`src/rtl/fpcu_pkg.sv`:
```
package fpcu_pkg;
  parameter int FLEN  = 32;
  parameter int EXP_W = 8;
  parameter int MAN_W = 23;
  parameter int IDX_W = 4;
  localparam int BR_N = 1 << IDX_W;

  typedef enum logic [3:0] {
    OP_RSV0  = 4'd0,
    OP_UN    = 4'd1,
    OP_OEQ   = 4'd2,
    OP_UEQ   = 4'd3,
    OP_OLT   = 4'd4,
    OP_ULT   = 4'd5,
    OP_OLE   = 4'd6,
    OP_ULE   = 4'd7,
    OP_MEQZ  = 4'd8,
    OP_MNEZ  = 4'd9,
    OP_MLTZ  = 4'd10,
    OP_MGEZ  = 4'd11,
    OP_MBF   = 4'd12,
    OP_MBT   = 4'd13,
    OP_RSV14 = 4'd14,
    OP_RSV15 = 4'd15
  } fop_e;

  function automatic logic is_cmp(input fop_e o);
    return (o >= OP_UN) && (o <= OP_ULE);
  endfunction

  function automatic logic is_mov(input fop_e o);
    return (o >= OP_MEQZ) && (o <= OP_MBT);
  endfunction
endpackage

```
`src/rtl/fp_classify.sv`:
```
module fp_classify #(
  parameter int EXP_W = 8,
  parameter int MAN_W = 23
) (
  input  logic [EXP_W+MAN_W:0]   val,
  output logic                   sign,
  output logic [EXP_W+MAN_W-1:0] mag,
  output logic                   is_nan,
  output logic                   is_snan,
  output logic                   is_zero
);
  logic [EXP_W-1:0] expo;
  logic [MAN_W-1:0] mant;

  always_comb begin
    sign    = val[EXP_W+MAN_W];
    mag     = val[EXP_W+MAN_W-1:0];
    expo    = val[EXP_W+MAN_W-1:MAN_W];
    mant    = val[MAN_W-1:0];
    is_nan  = (&expo) && (|mant);
    is_snan = is_nan && !mant[MAN_W-1];
    is_zero = (mag == '0);
  end
endmodule

```
`src/rtl/fp_relate.sv`:
```
module fp_relate #(
  parameter int MAG_W = 31
) (
  input  logic             a_sign,
  input  logic [MAG_W-1:0] a_mag,
  input  logic             a_nan,
  input  logic             a_zero,
  input  logic             b_sign,
  input  logic [MAG_W-1:0] b_mag,
  input  logic             b_nan,
  input  logic             b_zero,
  output logic             unord,
  output logic             eq,
  output logic             lt,
  output logic             gt
);
  logic same_bits, mag_lt;

  always_comb begin
    unord     = a_nan || b_nan;
    same_bits = (a_sign == b_sign) && (a_mag == b_mag);
    eq        = !unord && (same_bits || (a_zero && b_zero));
    mag_lt    = a_mag < b_mag;
    if (unord || eq)
      lt = 1'b0;
    else if (a_sign != b_sign)
      lt = a_sign;
    else if (a_sign)
      lt = !mag_lt;
    else
      lt = mag_lt;
    gt = !unord && !eq && !lt;
  end
endmodule

```
`src/rtl/fp_move_gate.sv`:
```
module fp_move_gate
  import fpcu_pkg::*;
#(
  parameter int IW = 32
) (
  input  fop_e          opc,
  input  logic [IW-1:0] ival,
  input  logic          bbit,
  output logic          take
);
  always_comb begin
    unique case (opc)
      OP_MEQZ: take = (ival == '0);
      OP_MNEZ: take = (ival != '0);
      OP_MLTZ: take = ival[IW-1];
      OP_MGEZ: take = !ival[IW-1];
      OP_MBF:  take = !bbit;
      OP_MBT:  take = bbit;
      default: take = 1'b0;
    endcase
  end
endmodule

```
`src/rtl/fpcu_top.sv`:
```
module fpcu_top
  import fpcu_pkg::*;
#(
  parameter int W  = fpcu_pkg::FLEN,
  parameter int EW = fpcu_pkg::EXP_W,
  parameter int MW = fpcu_pkg::MAN_W,
  parameter int IW = fpcu_pkg::IDX_W
) (
  input  logic              clk,
  input  logic              rst_n,
  input  logic              in_valid,
  output logic              in_ready,
  input  logic [3:0]        op,
  input  logic [IW-1:0]     r_idx,
  input  logic [IW-1:0]     t_idx,
  input  logic [W-1:0]      fs_val,
  input  logic [W-1:0]      ft_val,
  input  logic [W-1:0]      at_val,
  output logic [(1<<IW)-1:0] bool_q,
  output logic              fr_we,
  output logic [IW-1:0]     fr_waddr,
  output logic [W-1:0]      fr_wdata,
  output logic              rsvd_op,
  output logic              inv_flag
);
  localparam int NB  = 1 << IW;
  localparam int MAG = EW + MW;

  fop_e opc;
  assign opc = fop_e'(op);

  logic [W-1:0]   opnd  [2];
  logic           sgn   [2];
  logic [MAG-1:0] mag   [2];
  logic           nan   [2];
  logic           snan  [2];
  logic           zro   [2];

  assign opnd[0] = fs_val;
  assign opnd[1] = ft_val;

  for (genvar g = 0; g < 2; g++) begin : g_cls
    fp_classify #(.EXP_W(EW), .MAN_W(MW)) u_cls (
      .val(opnd[g]), .sign(sgn[g]), .mag(mag[g]),
      .is_nan(nan[g]), .is_snan(snan[g]), .is_zero(zro[g])
    );
  end

  logic unord, eq, lt, gt;
  fp_relate #(.MAG_W(MAG)) u_rel (
    .a_sign(sgn[0]), .a_mag(mag[0]), .a_nan(nan[0]), .a_zero(zro[0]),
    .b_sign(sgn[1]), .b_mag(mag[1]), .b_nan(nan[1]), .b_zero(zro[1]),
    .unord(unord), .eq(eq), .lt(lt), .gt(gt)
  );

  logic pred;
  always_comb begin
    unique case (opc)
      OP_UN:   pred = unord;
      OP_OEQ:  pred = eq;
      OP_UEQ:  pred = eq || unord;
      OP_OLT:  pred = lt;
      OP_ULT:  pred = lt || unord;
      OP_OLE:  pred = lt || eq;
      OP_ULE:  pred = !gt;
      default: pred = 1'b0;
    endcase
  end

  logic take;
  fp_move_gate #(.IW(W)) u_gate (
    .opc(opc), .ival(at_val), .bbit(bool_q[t_idx]), .take(take)
  );

  logic do_cmp;
  assign do_cmp = in_valid && is_cmp(opc);

  always_ff @(posedge clk) begin
    if (!rst_n) begin
      bool_q   <= '0;
      inv_flag <= 1'b0;
    end else if (do_cmp) begin
      bool_q[r_idx] <= pred;
      if (snan[0] || snan[1]) inv_flag <= 1'b1;
    end
  end

  assign in_ready = 1'b1;
  assign fr_we    = in_valid && is_mov(opc) && take;
  assign fr_waddr = r_idx;
  assign fr_wdata = fs_val;
  assign rsvd_op  = in_valid && !is_cmp(opc) && !is_mov(opc);

  assert_other_bits_keep_R2: assert property (@(posedge clk) disable iff (!rst_n)
    $past(rst_n) |-> (((bool_q ^ $past(bool_q)) & ~(NB'(1) << $past(r_idx))) == '0));

  assert_rsvd_no_state_R8: assert property (@(posedge clk) disable iff (!rst_n)
    rsvd_op |=> ($stable(bool_q) && $stable(inv_flag)));

  assert_we_only_move_R11: assert property (@(posedge clk) disable iff (!rst_n)
    fr_we |-> (in_valid && op >= 4'd8 && op <= 4'd13));

  assert_flag_sticky_R9: assert property (@(posedge clk) disable iff (!rst_n)
    inv_flag |=> inv_flag);

  assert_idle_no_change_R10: assert property (@(posedge clk) disable iff (!rst_n)
    !in_valid |=> ($stable(bool_q) && $stable(inv_flag)));

  assert_relation_onehot_R5: assert property (@(posedge clk) disable iff (!rst_n)
    in_valid |-> $onehot({unord, eq, lt, gt}));
endmodule

```
`config.mk`:
```
export PLATFORM = sky130hd
export DESIGN_NAME = fpcu_top
export DESIGN_NICKNAME = d
export VERILOG_FILES = /design/src/rtl/fpcu_pkg.sv /design/src/rtl/fp_classify.sv /design/src/rtl/fp_relate.sv /design/src/rtl/fp_move_gate.sv /design/src/rtl/fpcu_top.sv
export SDC_FILE = /design/constraint.sdc
export NUM_CORES = 1
export LEC_CHECK = 0
export BUFFER_PORTS_ARGS = -buffer_cell sky130_fd_sc_hd__clkbuf_2
export CAP_MARGIN = 20
export CORE_MARGIN = 2
export CORE_UTILIZATION = 40
export CTS_CLUSTER_DIAMETER = 120
export DETAILED_ROUTE_END_ITERATION = 6
export HOLD_SLACK_MARGIN = 0.03
export PLACE_DENSITY = 0.75
export SETUP_SLACK_MARGIN = 0.2
export SLEW_MARGIN = 5
export SYNTH_ARGS = -nofsm -noshare
export SYNTH_HDL_FRONTEND = slang
export SYNTH_HIERARCHICAL = 1
export SYNTH_SLANG_ARGS = --single-unit
```
`constraint.sdc`:
```
create_clock -name clk -period 2.75 [get_ports clk]
set_input_delay 0.55 -clock clk [delete_from_list [all_inputs] [get_ports clk]]
set_output_delay 0.55 -clock clk [all_outputs]
set_load 0.005 [all_outputs]
```
# Yosys cells after proc, flatten, opt, wreduce, memory -nomap -nowiden
# Index checks and enable logic that the tools add are counted.
op_classes:
  n_addsub: 0
  n_mul: 0
  n_div: 0
  magnitude_cmp: 8
  eq_ne: 16
  n_shift: 0
  muxes: 10
  bitwise: 0
  n_reduce_logical: 43
ops:
  columns: ["op", "count"]
  rows:
  - ["$logic_not A31 Y1", 2]
  - ["$reduce_or A23 Y1", 2]
  - ["$logic_not A32 Y1", 1]
  - ["$reduce_bool A32 Y1", 1]
  - ["$eq A31 B31 Y1", 1]
  - ["$lt A31 B31 Y1", 1]
  - ["$eq A4 B4 Y1 const B", 6]
  - ["$logic_and A1 B1 Y1", 17]
  - ["$bwmux W16", 1]
  - ["$eq A4 B3 Y1 const B", 4]
  - ["$reduce_and A8 Y1", 2]
  - ["$logic_not A1 Y1", 11]
  - ["$lt A4 B5 Y1 const B", 2]
  - ["$eq A4 B2 Y1 const B", 2]
  - ["$ge A4 B1 Y1 const B", 2]
  - ["$pmux W1 S7", 1]
  - ["$logic_or A1 B1 Y1", 6]
  - ["$pmux W1 S6", 1]
  - ["$mux W1", 5]
  - ["$bmux W1 S4", 1]
  - ["$demux W1 S4", 1]
  - ["$eq A4 B1 Y1 const B", 1]
  - ["$ge A4 B4 Y1 const B", 1]
  - ["$le A4 B3 Y1 const B", 1]
  - ["4 further kinds", 4]
totals:
  reg_bits: 17
  latch_bits: 0
  ram_bits: 0
  rom_bits: 0
  out_inout_bits: 56
  elab_cells: 79
  n_memories: 0

# Depth between registers and ports, before layout
# Gate-level depths: netlist of the first run.
logic_depth:
  ltp_word: 12
  depth_mapped: 13

# Modules after synthesis
# Netlist of the first run, hierarchy kept.
modules_own_cells:
  columns: ["module", "instances", "cells_each", "area_per_inst_um2"]
  rows:
  - ["fpcu_top", 1, 155, 1381.3]
  - ["fp_relate", 1, 119, 834.6]
  - ["fp_classify", 2, 47, 347.8]
  - ["fp_move_gate", 1, 22, 178.9]

# Worst setup path before layout of the first run
# OpenSTA, ideal clock, no wires.
synth_path:
  path_type: "input-to-reg"
  start: "in fs_val[25]"
  end: "reg bool_q[0]"
  arrival_ns: 2.819
  path_slack_ns: -0.170
  stages: 12
  path_cell_list: "buf_4 -> ha_1 -> a21oi_2 -> nand2_1 -> a221oi_2 -> o211ai_1 -> or3_1 -> and3_1 -> nand4_1 -> nand4b_4 -> buf_2 -> o41ai_1"
synth_via:
  elab_chain_cells: 12
  elab_cells_between_ends: 25
  classes_between: "1 x order compare; 1 x eq/ne; 5 x mux; 18 x reduce/logical"
synth_rtl:
  columns: ["item", "line", "rtl"]
  rows:
  - ["start: declaration", "fpcu_top.sv:16", "input logic [W-1:0] fs_val,"]
  - ["branches (longest 8 deep; another with $lt A31 B31 Y1)", null, null]
  - ["$logic_and A1 B1 Y1 *", "fp_relate.sv:32", "gt = !unord && !eq && !lt;"]
  - ["net gt", "fpcu_top.sv:49", "logic unord, eq, lt, gt;"]
  - ["$logic_not A1 Y1 *", "fpcu_top.sv:65", "OP_ULE: pred = !gt;"]
  - ["$pmux W1 S7 *", "fpcu_top.sv:58", "unique case (opc)"]
  - ["$bwmux W16 *", "fpcu_top.sv:83", "bool_q[r_idx] <= pred;"]
  - ["end signal: indexed assignment", "fpcu_top.sv:83", null]
  - ["end: declaration", "fpcu_top.sv:19", "output logic [(1<<IW)-1:0] bool_q,"]
# Mark *: on every way through the listed nets, which the timed path passes.
# A chain may end at the register's enable or synchronous reset.

# Worst setup path after layout of the first run
layout_path:
  start: "in ft_val[22]"
  end: "reg bool_q[8]"
layout_via:
  elab_chain_cells: 12
  elab_cells_between_ends: 25
  classes_between: "1 x order compare; 1 x eq/ne; 5 x mux; 18 x reduce/logical"
layout_rtl:
  columns: ["item", "line", "rtl"]
  rows:
  - ["start: declaration", "fpcu_top.sv:17", "input logic [W-1:0] ft_val,"]
  - ["branches (longest 6 deep; another with $lt A31 B31 Y1)", null, null]
  - ["$mux W1 *", "fp_relate.sv:24", "if (unord || eq)"]
  - ["net lt", "fpcu_top.sv:49", null]
  - ["$logic_not A1 Y1", "fp_relate.sv:32", null]
  - ["$logic_and A1 B1 Y1", "fp_relate.sv:32", null]
  - ["$logic_not A1 Y1", "fpcu_top.sv:65", null]
  - ["$pmux W1 S7 *", "fpcu_top.sv:58", null]
  - ["$bwmux W16 *", "fpcu_top.sv:83", null]
# Marks and branches as above.

==> impl_metrics.csv, run 1 <==
group,metric,value,unit
grt,grt-ovfl-total,0,
outcome,outcome,"finished, violations left",
outcome,violations,"negative setup slack",
drt,drtIter0Drc,181,
job,cap_viol_max_count,0,
cts,cts_sinks,17,
sta,finalSetupViolCount,15,
worst_hold_path,min_to,"inv_flag",
pwr,pwr-share-seq,0.255,
layout,diodes,0,
floorplan,pin_count,167,
critical_path,r2r_slack,1.88,ns
synth,synth_mux_area_frac,0.0389,
pwr,power.internal,612,uW
synth,synthSimpleGateAreaFrac,0.228,
sta,fin_tns_setup,-0.713,ns
pwr,peakVddDrop,0.000222,V
pwr,p_leak,0.00219,uW
sta,worst_slew_pin_slew,0.638,ns
placed_design,place_congestion,0.899,
layout,drive_above_1_share,0.597,
synth,synth_xor_area_frac,0.00283,
drt,ant_nets,0,
cts,htree_levels,1,
sta,rsz0062_at_grt,"yes",
layout,area_growth,40.1,%
cts,cts_tree,"done",
layout,layout_common_cells,"158 x clkbuf_2, 46 x buf_4, 24 x inv_1, 24 x nand2_1",
grt,grtUsageTotal,0.206,
sta,relSlewSlack,0.574,
pwr,combPwrFrac,0.543,
layout,final_common_cell,"clkbuf_2",
sta,worst_clock_skew,0,ns
sta,fmax,351,MHz
synth,synthAdderAreaFrac,0.126,
drt,via_count,3326,
worst_hold_path,min_path_type,"reg -> reg",
cts,path_clk_slew,0.07,ns
floorplan,core_area,0.00761,mm2
critical_path,r2r_cells,3,
critical_path,crit_path_start_kind,"primary input",
placed_design,dp.cells,588,
worst_hold_path,hold_depth,1,
critical_path,cp-end-kind,"flop",
cts,clk_path_buf_depth,2,
critical_path,criticalPathCategory,"in -> reg",
grt,antenna_found_initial,0,
placed_design,hpwl,7.61,mm
drt,via_per_inst,5.47,
layout,stdcell_count,608,
synth,synth-main-ff-cell,"dfxtp_1",
synth,avgSynthCellArea,7.92,um2
grt,grt_pass1_vias,3135,
drt,drtPass1Iterations,4,
critical_path,critPathMaxFanout,6,
floorplan,rows,32,
grt,grt_max_degree,25,
synth,synth_top_family_by_area,"buffers and inverters",
drt,route.detailed.drc,0,
synth,synthArstFlopShare,0,
critical_path,required,2.90,ns
sta,period_needed,2.85,ns
synth,syn_nets,532,
sta,layout_setup_ws,-0.0997,ns
placed_design,placedInstanceArea,0.00381,mm2
pwr,clkPwrFrac,0.203,
critical_path,r2r-end,"bool_q[8]",
layout,final_cell_area,0.00433,mm2
synth,ys_warn_count,6,
critical_path,arrival,3.00,ns
synth,postSynthCellCount,390,
pwr,swShare,0.370,
floorplan,dieArea,0.00845,mm2
drt,avgRoutedWirePerCell,16.3,um
synth,synth_edf_count,0,
synth,synth_cell_types,56,
cts,insertion_delay,0.25,ns
pwr,power.total,971,uW
floorplan,die_x,91.9,um
synth,yosysSeqAreaShare,0.110,
synth,synth-compound-area-share,0.183,
sta,period_share,1.04,
cts,cts_made_buffers,3,
grt,grt_pass1_wl,14.5,mm
floorplan,die_h,91.9,um
synth,ys_ff_latch,17,
sta,drv_slew,0,
pwr,p_switching,359,uW
worst_hold_path,hp-start,"inv_flag",
pwr,p_per_area,224,mW/mm2
sta,timing.final.hold_violations,0,
floorplan,start_util,0.406,
layout,nNetsFinal,649,
cts,root_buffer,"clkbuf_8",
drt,routed_wl,9.93,mm
placed_design,portBuffers,165,
critical_path,reg2reg_from,"bool_q[8]",
synth,synthesis.area,0.00309,mm2
cts,cts_hold_buffers,0,
## cells in the mapped netlist, types with 2 or more instances
master	n	share of area
a2111oi_0	2	0.0057
a211oi_1	2	0.0049
a21boi_1	2	0.0049
a21oi_1	14	0.023
a41o_1	16	0.052
and3_1	2	0.0040
and3b_1	3	0.0085
and4_1	5	0.014
buf_2	3	0.0049
buf_4	102	0.25
clkbuf_1	6	0.0073
dfxtp_1	17	0.11
ha_1	31	0.13
inv_1	37	0.045
mux2i_1	3	0.0097
mux4_2	4	0.029
nand2_1	24	0.029
nand3_1	10	0.016
nand4_1	17	0.034
nor2_1	2	0.0024
nor2_2	3	0.0061
nor2b_1	4	0.0081
nor3_1	6	0.0097
nor3b_1	3	0.0073
nor4_1	15	0.030
nor4_2	4	0.016
o21ai_0	7	0.011
o31ai_1	4	0.0097
o41ai_1	12	0.034
or4_1	3	0.0073
or4_4	2	0.0073
## power groups by stage
stage                     clock network [uW]  registers (uW)  logic, uW
after floorplan                            0             253        300
after global placement                     0             253        411
after detailed placement                   0             253        428
after CTS                                191             247        444
after global routing                     204             247        573
final                                    197             247        527
## worst max-delay path: stages
cell	delay [ns]
buf_8	0.10
inv_4	0.05
ha_4	0.21
a21oi_4	0.15
o21ai_2	0.08
a221oi_2	0.26
o211ai_1	0.16
or3_1	0.40
a21boi_1	0.16
a222oi_1	0.09
buf_4	0.17
buf_8	0.14
buf_12	0.13
o41ai_2	0.34
## how the worst max path moves through the flow
stage                     startpoint          to  slack (ns)  cells after the start
final                     ft_val[22]   bool_q[8]        -0.1                     14
after global routing      ft_val[22]   bool_q[5]       -0.23                     13
after CTS                   t_idx[0]       fr_we       -0.11                     11
after detailed placement  ft_val[22]  bool_q[10]       -0.30                     13
after global placement    fs_val[20]  bool_q[14]       -0.16                     12
after floorplan           fs_val[29]   bool_q[0]       -0.02                     10
## per-stage QoR
stage	utilization	hold slack [ns]	setup WS (ns)
CTS	0.518	0.483	-0.109
floorplan	-	0.464	-0.0237
global route	0.569	0.504	-0.229
finish	0.569	0.476	-0.0997
detailed placement	0.501	0.458	-0.300
global placement	0.501	0.448	-0.161
## registers in the layout (all words and copies together) (netlist names)
register and cells:
bool_q 16, inv_flag 1
## layer usage
| metal | track usage | part of all wire | up-vias |
|---|---|---|---|
| li1 | - | - | 1594 |
| met1 | 0.244 | 0.39 | 1573 |
| met2 | 0.392 | 0.53 | 138 |
| met3 | 0.0230 | 0.062 | 21 |
| met4 | 0.0522 | 0.019 | 0 |
| met5 | 0 | 0 | - |
## repair_timing
item                       CTS  global route
setup endpoints to repair   17            17
pin swaps                    4            20
cloned                       0             2
resized for setup           15            48
setup buffers                0            14
## cell type report
cell class / instances / area [um2]
Sequential cell: 17 / 340
Clock buffer: 4 / 45.0
Multi-Input combinational cell: 224 / 2290
Tap cell: 102 / 128
Inverter: 38 / 146
Timing Repair Buffer: 223 / 1380
Fill cell: 669 / 3280
## kinds of logic (layout without fill, tap and decap cells)
kind of cell / count (synthesis) / in the layout
adders and majority gates: 31 / 31
xor gates and xnor gates: 1 / 1
muxes: 7 / 7
AOI/OAI and AO/OA: 72 / 72
DFF: 17 / 17
other: 1 / 1
buffers and inverters: 150 / 265
and+or+nand+nor: 111 / 112
Power figures use the tool's default switching activity.
==> inputs of run 2 (changes only) <==
--- a/config.mk
+++ b/config.mk
@@ -12,7 +12,7 @@
 export CTS_CLUSTER_DIAMETER = 120
 export DETAILED_ROUTE_END_ITERATION = 6
 export HOLD_SLACK_MARGIN = 0.03
-export PLACE_DENSITY = 0.75
+export PLACE_DENSITY = 0.73
 export SETUP_SLACK_MARGIN = 0.2
 export SLEW_MARGIN = 5
 export SYNTH_ARGS = -nofsm -noshare
==> impl_metrics.csv, run 2 (synthesis gave the netlist of run 1 again) <==
group,metric,value,unit
layout,multi_input_area,0.00226,mm2
sta,period_share,1.05,
cts,cts_hold_buffers,0,
critical_path,required,2.20,ns
pwr,p_leak,0.00217,uW
sta,layout_setup_ws,-0.126,ns
critical_path,cp_top_family,"multiplexers",
layout,seq_area,340,um2
critical_path,cp_num_buf_inv,2,
sta,finalSetupViolCount,1,
critical_path,r2r_cells,3,
grt,antenna_found_initial,0,
critical_path,slowest_delay,0.51,ns
placed_design,place_congestion,0.885,
floorplan,start_util,0.406,
critical_path,cp.depth,11,
drt,route.detailed.drc,0,
layout,drive_above_1_share,0.608,
worst_hold_path,hp-start,"inv_flag",
grt,grtUsageTotal,0.210,
critical_path,crit_slowest_cell,"mux4_2",
layout,n_fill_cell,667,
grt,grt_pass1_wl,14.7,mm
drt,routed_wl,9.75,mm
critical_path,criticalPathCategory,"in -> out",
critical_path,cp_cell_sequence,"clkbuf_16, mux4_2, mux2i_1, mux2i_1, nor2_1, a221o_1, nand3_1, nand3_1, nand3_1, a21oi_2, buf_2",
placed_design,place_ws,-0.261,ns
drt,ant_nets,0,
cts,cts_made_buffers,3,
placed_design,placedInstanceArea,0.00384,mm2
drt,via_per_inst,5.38,
sta,worst_clock_skew,0,ns
cts,clk_path_buf_depth,2,
layout,diodes,0,
cts,insertion_delay,0.25,ns
sta,period_needed,2.88,ns
layout,layout_common_cells,"154 x clkbuf_2, 48 x buf_4, 23 x inv_1, 23 x nand2_1",
layout,stdcell_count,607,
floorplan,rows,32,
cts,root_buffer,"clkbuf_8",
layout,final_common_cell,"clkbuf_2",
pwr,p_per_area,220,mW/mm2
critical_path,cp-startpoint,"t_idx[0]",
cts,cts_sinks,17,
critical_path,critPathMaxFanout,4,
worst_hold_path,min_path_type,"reg -> reg",
grt,grt-ovfl-total,0,
floorplan,die_x,91.9,um
cts,cts_tree,"done",
drt,via_count,3266,
layout,final_cell_area,0.00433,mm2
drt,avgRoutedWirePerCell,16.1,um
critical_path,arrival,2.33,ns
floorplan,pin_count,167,
critical_path,cp-end-kind,"primary output",
layout,area_growth,40.0,%
grt,grt_max_degree,25,
critical_path,crit_path_start_kind,"primary input",
outcome,outcome,"finished, violations left",
pwr,peakVddDrop,0.000249,V
placed_design,dp.cells,591,
grt,grt_pass1_vias,3063,
drt,drtIter0Drc,172,
placed_design,hpwl,7.63,mm
worst_hold_path,hold_depth,1,
sta,rsz0062_at_grt,"yes",
layout,top_regs,"bool_q x16, inv_flag x1",
sta,timing.final.hold_violations,0,
sta,drv_slew,0,
cts,htree_levels,1,
layout,regMostFlops,"bool_q",
placed_design,portBuffers,165,
cts,path_clk_slew,0.07,ns
sta,fmax,348,MHz
layout,largest_register_ffs,16,
critical_path,reg2reg_from,"bool_q[6]",
outcome,violations,"negative setup slack",
sta,relSlewSlack,0.638,
critical_path,crit_top_cell,"nand3_1",
floorplan,die_h,91.9,um
floorplan,core_area,0.00761,mm2
layout,nNetsFinal,648,
job,cap_viol_max_count,0,
drt,drtPass1Iterations,4,
floorplan,dieArea,0.00845,mm2
sta,worst_slew_pin_slew,0.530,ns
layout,fin_util,0.569,
-- run 2: final cells by class --
| cell class | count | share of cell area |
|---|---|---|
| clock buffer | 3 | 0.00955 |
| timing repair buffer | 223 | 0.323 |
| multi-input combinational | 223 | 0.523 |
| tap | 102 | 0.0295 |
| inverter | 38 | 0.0350 |
| clock inverter | 1 | 0.00116 |
| sequential | 17 | 0.0787 |
-- run 2: per-layer routing --
layer / track usage / wire length, um
met2: 0.369 / 4970
met1: 0.271 / 3930
met4: 0.0535 / 202
met5: 0 / 0
met3: 0.0279 / 642
-- run 2: where the power goes --
part	switching (uW)	internal [uW]
Combinational	259	259
Sequential	0.555	247
Clock	87.4	100
Total	347	607
-- run 2: repair_timing --
action,4_1_cts,5_1_grt
endpoints found under the hold margin,0,0
gates cloned,1,0
pin swaps,19,18
setup endpoints to repair,17,17
resized for setup,30,47
buffers inserted,4,7
-- run 2: worst paths after layout --
| path | slack [ns] | end |
|---|---|---|
| worst max-delay path | -0.13 | fr_we |
| worst min-delay path | 0.53 | inv_flag |
| worst max register to register | 1.89 | bool_q[6] |
| worst min register to register | 0.53 | inv_flag |
-- run 2: metrics by stage --
step | TNS (ns) | hold WS (ns) | power (uW)
finish | -0.126 | 0.529 | 953
global route | -1.56 | 0.538 | 1010
CTS | -0.0405 | 0.517 | 903
detailed placement | -3.23 | 0.500 | 685
global placement | -1.95 | 0.500 | 669
floorplan | -0.168 | 0.464 | 553
==> inputs of run 3 (changes only) <==
--- a/config.mk
+++ b/config.mk
@@ -7,12 +7,14 @@
 export LEC_CHECK = 0
 export BUFFER_PORTS_ARGS = -buffer_cell sky130_fd_sc_hd__clkbuf_2
 export CAP_MARGIN = 20
+export CELL_PAD_IN_SITES_DETAIL_PLACEMENT = 1
+export CELL_PAD_IN_SITES_GLOBAL_PLACEMENT = 1
 export CORE_MARGIN = 2
-export CORE_UTILIZATION = 40
+export CORE_UTILIZATION = 29
 export CTS_CLUSTER_DIAMETER = 120
 export DETAILED_ROUTE_END_ITERATION = 6
 export HOLD_SLACK_MARGIN = 0.03
-export PLACE_DENSITY = 0.73
+export PLACE_DENSITY = 0.76
 export SETUP_SLACK_MARGIN = 0.2
 export SLEW_MARGIN = 5
 export SYNTH_ARGS = -nofsm -noshare
==> impl_metrics.csv, run 3 (synthesis gave the netlist of run 1 again) <==
group,metric,value,unit
floorplan,die_x,107,um
layout,nNetsFinal,650,
sta,timing.final.hold_violations,0,
cts,htree_levels,1,
drt,route.detailed.drc,0,
sta,worst_slew_pin_slew,0.578,ns
cts,path_clk_slew,0.07,ns
grt,grt_max_degree,25,
grt,grt_pass1_vias,3466,
critical_path,critPathMaxFanout,5,
sta,finalSetupViolCount,13,
grt,grt-ovfl-total,0,
worst_hold_path,min_path_type,"reg -> reg",
drt,ant_nets,0,
cts,clk_path_buf_depth,2,
critical_path,cp-end-kind,"flop",
pwr,peakVddDrop,0.000176,V
floorplan,die_h,107,um
layout,regMostFlops,"bool_q",
job,cap_viol_max_count,0,
sta,rsz0062_at_grt,"yes",
cts,insertion_delay,0.26,ns
sta,worst_hold_slack,0.519,ns
layout,diodes,0,
drt,via_per_inst,5.21,
sta,layout_setup_ws,-0.126,ns
floorplan,pin_count,167,
sta,fin_tns_setup,-0.850,ns
grt,antenna_found_initial,0,
floorplan,core_area,0.0103,mm2
layout,fin_util,0.421,
layout,largest_register_ffs,16,
placed_design,hpwl,9.04,mm
drt,via_count,3350,
layout,final_common_cell,"clkbuf_2",
placed_design,portBuffers,165,
cts,cts_sinks,17,
critical_path,criticalPathCategory,"in -> reg",
cts,cts_made_buffers,3,
sta,period_needed,2.88,ns
critical_path,cp_num_buf_inv,4,
critical_path,required,2.91,ns
pwr,power.total,960,uW
layout,layout_common_cells,"159 x clkbuf_2, 49 x buf_4, 24 x inv_1, 24 x nand2_1",
critical_path,crit_path_start_kind,"primary input",
critical_path,cp_top_family,"simple AND/OR/NAND/NOR gates",
sta,drv_slew,0,
floorplan,dieArea,0.0115,mm2
drt,drtIter0Drc,108,
placed_design,place_congestion,0.872,
sta,relSlewSlack,0.605,
pwr,p_per_area,221,mW/mm2
floorplan,rows,37,
outcome,outcome,"finished, violations left",
sta,period_share,1.05,
pwr,p_leak,0.00214,uW
layout,area_growth,40.6,%
drt,avgRoutedWirePerCell,17.9,um
sta,fmax,348,MHz
floorplan,start_util,0.299,
sta,worst_clock_skew,0,ns
critical_path,arrival,3.04,ns
critical_path,crit_slowest_cell,"or3_1",
grt,grt_pass1_wl,16.9,mm
critical_path,slowest_delay,0.38,ns
cts,cts_tree,"done",
grt,grtUsageTotal,0.181,
drt,drtPass1Iterations,4,
cts,root_buffer,"clkbuf_8",
drt,routed_wl,11.5,mm
layout,top_regs,"bool_q x16, inv_flag x1",
layout,drive_above_1_share,0.598,
outcome,violations,"negative setup slack",
critical_path,cp_cell_sequence,"buf_8, inv_4, ha_4, a21oi_2, nand2_1, a221oi_2, o211ai_1, or3_1, and3_1, nand4_1, buf_4, nand4b_4, buf_6, o41ai_2",
placed_design,place_ws,-0.298,ns
[run 3: cell types whose count changed in the layout (fill, tap and decap cells not counted), sizes merged]
cell,change
buf,-5
nand4b,+1
clkinv,-1
clkbuf,+7
[run 3: cell type report]
cell class              count  area (um2)
clock buffers               4        45.0
multi-input cells         224        2260
inverters                  38         149
well taps                 136         170
repair buffers            224        1380
flip-flops and latches     17         340
fillers                  1262        5980
[run 3: path summary, 6_finish.rpt]
check             cells after the start         to  slack, ns        from
setup / recovery                     14  bool_q[1]      -0.13  ft_val[25]
hold / removal                        1   inv_flag       0.52    inv_flag
setup reg to reg                      3  bool_q[7]       1.83   bool_q[7]
hold reg to reg                       1   inv_flag       0.52    inv_flag
[run 3: metrics by stage]
step                      cell area (um2)  std cells
after floorplan                      3380        390
after global placement               3890        626
after detailed placement             3890        626
after CTS                            4010        633
after global routing                 4350        643
final                                4350        643
[run 3: layer usage]
metal | vias up | part of all wire | wire length, um | global-route usage
li1 | 1599 | - | - | -
met2 | 112 | 0.53 | 6060 | 0.333
met1 | 1616 | 0.41 | 4660 | 0.222
met3 | 23 | 0.051 | 585 | 0.0249
met5 | - | 0 | 0 | 0
met4 | 0 | 0.018 | 202 | 0.0380
[run 3: where the power goes]
group,switching [uW],internal [uW]
clock network,92.3,103
logic,265,252
registers,0.652,247
[run 3: timing repair]
item | CTS | global route
pin swaps | 5 | 27
gates cloned | 0 | 2
resized for setup | 10 | 49
hold buffers | 0 | 0
endpoints found under the setup margin | 17 | 17
buffers inserted | 3 | 8
[run 3: worst register-to-register path, delay by kind of cell, from the launching register on]
family | cells | cell delay, ns
AO/OA/AOI/OAI | 2 | 0.32
AND/OR/NAND/NOR | 1 | 0.09
flip-flops | 1 | 0.43
